$ cat config.mk
export PLATFORM = sky130hd
export DESIGN_NAME = aack_gen
export DESIGN_NICKNAME = d
export VERILOG_FILES = /design/src/rtl/aack_gen.sv
export SDC_FILE = /design/constraint.sdc
export NUM_CORES = 1
export LEC_CHECK = 0
export BUFFER_PORTS_ARGS = -buffer_cell sky130_fd_sc_hd__buf_2
export CAP_MARGIN = 30
export CELL_PAD_IN_SITES_DETAIL_PLACEMENT = 0
export CELL_PAD_IN_SITES_GLOBAL_PLACEMENT = 1
export CORE_AREA = 3 3 40 42
export CTS_CLUSTER_DIAMETER = 150
export DETAILED_ROUTE_END_ITERATION = 16
export DIE_AREA = 0 0 43 45
export PLACE_DENSITY_LB_ADDON = 0.08
export REMOVE_ABC_BUFFERS = 1
export SKIP_CTS_REPAIR_TIMING = 1
export SYNTH_ARGS = -nofsm -noshare
export SYNTH_HDL_FRONTEND = slang
export SYNTH_SLANG_ARGS = --single-unit
$ cat constraint.sdc
create_clock -name clk -period 3.7 [get_ports clk]
set_input_delay 0.555 -clock clk [delete_from_list [all_inputs] [get_ports clk]]
set_output_delay 0.555 -clock clk [all_outputs]
set_load 0.02 [all_outputs]
$ cat src/rtl/aack_gen.sv
module aack_gen #(
  parameter int WAIT_W   = 4,
  parameter int TIGHT_WS = 1
) (
  input  logic              clk,
  input  logic              rst_n,
  input  logic              xfer_start,
  input  logic              tight_ratio,
  input  logic [WAIT_W-1:0] extra_wait,
  input  logic              snoop_hold,
  output logic              addr_ack,
  output logic              proto_err
);
  localparam int CNT_W = WAIT_W + 1;

  logic             busy;
  logic [CNT_W-1:0] cnt;

  wire              accept  = xfer_start && !busy;
  wire [CNT_W-1:0]  mode_ws = tight_ratio ? CNT_W'(TIGHT_WS) : '0;
  wire [CNT_W-1:0]  load_ws = CNT_W'(extra_wait) + mode_ws;

  assign addr_ack  = busy && (cnt == '0) && !snoop_hold;
  assign proto_err = xfer_start && busy;

  always_ff @(posedge clk or negedge rst_n) begin
    if (!rst_n) begin
      busy <= 1'b0;
      cnt  <= '0;
    end else if (accept) begin
      busy <= 1'b1;
      cnt  <= load_ws;
    end else if (addr_ack) begin
      busy <= 1'b0;
    end else if (busy && cnt != '0) begin
      cnt <= cnt - 1'b1;
    end
  end
endmodule


==> flow_summary.yaml <==
status:
  run_status: "finished, final reports clean"
timing:
  fmax_mhz: 482
  grt_setup_unrepaired: "false"
  worstMarginPinSlew_ps: 382
  max_slew_margin_pct: 74.2
  setup_violations: 0
  period_share_pct: 56.1
  drv_slew: 0
  period_needed_ps: 2080
  hold_violations: 0
  tns_ps: 0
  skew_ps: 7.58
  finalWorstSetupSlack_ps: 1620
floorplanning:
  num_io_pins: 11
  die_y_microns: 45
  die_x_microns: 43
  dieArea_sq_mm: 0.00194
  initial_utilization_pct: 32.6
  rows: 13
  core_area_sq_mm: 0.00128
logic_synthesis:
  synthTopCellsByArea: "dfrtp_1, ha_1, nand4bb_4"
  yosys.area.top_type_share_pct: 35.8
  synth_area_sq_um: 419
  ys_ff_latch: 6
  ys_seq_area_share_pct: 35.8
  syn_avg_cell_area_sq_um: 9.98
  synth_cells: 42
  synth_top_cell_by_area: "dfrtp_1"
  ys_types: 25
  yosysWarningCount: 0
power_and_ir_drop:
  total_power_mw: 0.357
  p_per_area_mw_per_mm2: 709
  ir_drop_v: 0.000280
  p_leak_nw: 0.230
finish:
  fin_nets: 68
  final_cells: 69
  syn_to_final_growth_pct: 20.0
  drive_gt1_share_pct: 29.6
  final_area_sq_um: 503
  diodes: 0
setup_path:
  arrival_ps: 1520
  critPathKind: "flip-flop to output port"
  reg2regPathDepth: 5
  critPathRequiredTime_ps: 3140
  worstPathMaxFanout: 5
  endpoint_kind: "output port"
  start_kind: "flip-flop"
place:
  pre_cts_ws_ps: 1880
  io_buffers: 10
  postPlaceCellArea_sq_um: 480
  hpwl_microns: 740
  dpl.cell_count: 66
  gp_congestion: 0.755
grt:
  grt_max_degree: 12
  grt_overflow_total: 0
  grt_first_pass_wirelength_microns: 1600
  grt_util_met2_pct: 18.0
  use_met3_pct: 3.59
  antenna_found_initial: 0
  busiest_layer: "met2"
  grt_pass1_vias: 370
  grt_usage_pct: 11.6
  met1_usage_pct: 13.5
clock_tree:
  clock_latency_ps: 260
  cts_buffer_depth: 2
  cts-root-buf: "clkbuf_4"
  cts_tree: "built"
  clkTransAtPathRegs_ps: 50
  ctsHtreeMaxLevel: 1
  cts_sinks: 6
  cts_inserted_buffers: 3
detailed_routing:
  drt_pass1_iterations: 4
  drc: 0
  num_vias: 355
  vias_per_cell: 5.14
  wirelength_microns: 961
  wl_per_cell_microns: 13.9
  antenna_left: 0
  drt_iter0_markers: 12
worst_hold_path:
  hp-class: "input pin to async pin"
flow_run:
  cap_violations: 0
==> power by group <==
| group | total [mW] | leakage (nW) | internal (mW) | switching [mW] |
|---|---|---|---|---|
| Sequential | 0.126 | 0.0708 | 0.0944 | 0.0315 |
| Clock | 0.0641 | 0.0138 | 0.0369 | 0.0272 |
| Combinational | 0.167 | 0.146 | 0.0916 | 0.0753 |
==> per-stage QoR <==
| stage | hold WS, ps | utilization [%] |
|---|---|---|
| final | 116 | 39.1 |
| after detailed placement | 393 | 37.4 |
| after global placement | 390 | 37.4 |
| after floorplan | 259 | - |
| after global routing | 125 | 39.1 |
| after CTS | 118 | 39.1 |
==> cell usage after synthesis (all sizes together) <==
cell     n
a221o    1
nand4bb  1
nor3     1
buf      1
or3      1
a22o     1
nand2b   1
nand3    3
nand3b   1
mux2i    1
nor2     2
ha       3
a22oi    1
o211ai   2
o21ai    3
nand2    1
dfrtp    6
or2      1
nor2b    2
nor4b    1
inv      3
xnor2    1
o22ai    1
xor2     1
and2     2
==> critical path, cell delays in order, from the launching register on <==
cell,delay [ps]
dfrtp_1,400
inv_1,70
ha_1,230
nand4bb_4,160
nor3_1,210
buf_2,210
==> layer usage <==
metal / wire length, microns / vias up
met2: 410 / 14
met1: 458 / 160
li1: - / 179
met5: 0 / -
met3: 65 / 2
met4: 26 / 0
==> registers in the layout, indices dropped and copies added (netlist names) <==
signal  flops
cnt         5
busy        1
==> placed cells by master, fill, tap and decap left out <==
master	synthesis	final
buf_2	0	10
dfrtp_1	6	6
inv_1	3	3
nand3_1	3	3
o21ai_0	3	3
ha_1	3	3
clkbuf_4	0	3
and2_1	2	2
o211ai_1	2	2
nor2b_1	2	2
nor2_1	2	2
nand4bb_4	1	1
nor3_1	1	1
nand2b_1	1	1
xor2_1	1	1
nor4b_1	1	1
or3_1	1	1
or2_4	1	1
xnor2_1	1	1
nand3b_1	1	1
mux2i_1	1	1
a22o_2	1	1
nand2_1	1	1
o22ai_1	1	1
a22oi_1	1	1
a221o_1	1	1
==> cells by family (layout without fill, tap and decap cells) <==
group	after synthesis	count (layout)	share of synthesized area (%)
fa+ha+maj	3	3	8.96
buf+inv	4	16	4.48
simple gates	17	17	29.0
mux	1	1	2.39
compound gates	9	9	15.2
xor+xnor	2	2	4.18
flops	6	6	35.8
==> layout make-up <==
class                           count  area [sq um]
Clock buffer                        3          22.5
Fill cell                         126           782
Inverter                            3          11.3
Multi-Input combinational cell     32           250
Sequential cell                     6           150
Tap cell                           15          18.8
Timing Repair Buffer               10          50.0
==> final timing paths <==
kind / start / slack (ps) / endpoint
max: cnt[0] / 1620 / addr_ack
min: rst_n / 120 / busy
max reg2reg: cnt[0] / 2140 / cnt[0]
min reg2reg: cnt[2] / 560 / cnt[2]
max in group asynchronous: rst_n / 3430 / cnt[0]
min in group clk: cnt[2] / 560 / cnt[2]
(Power assumes the default switching activity.)
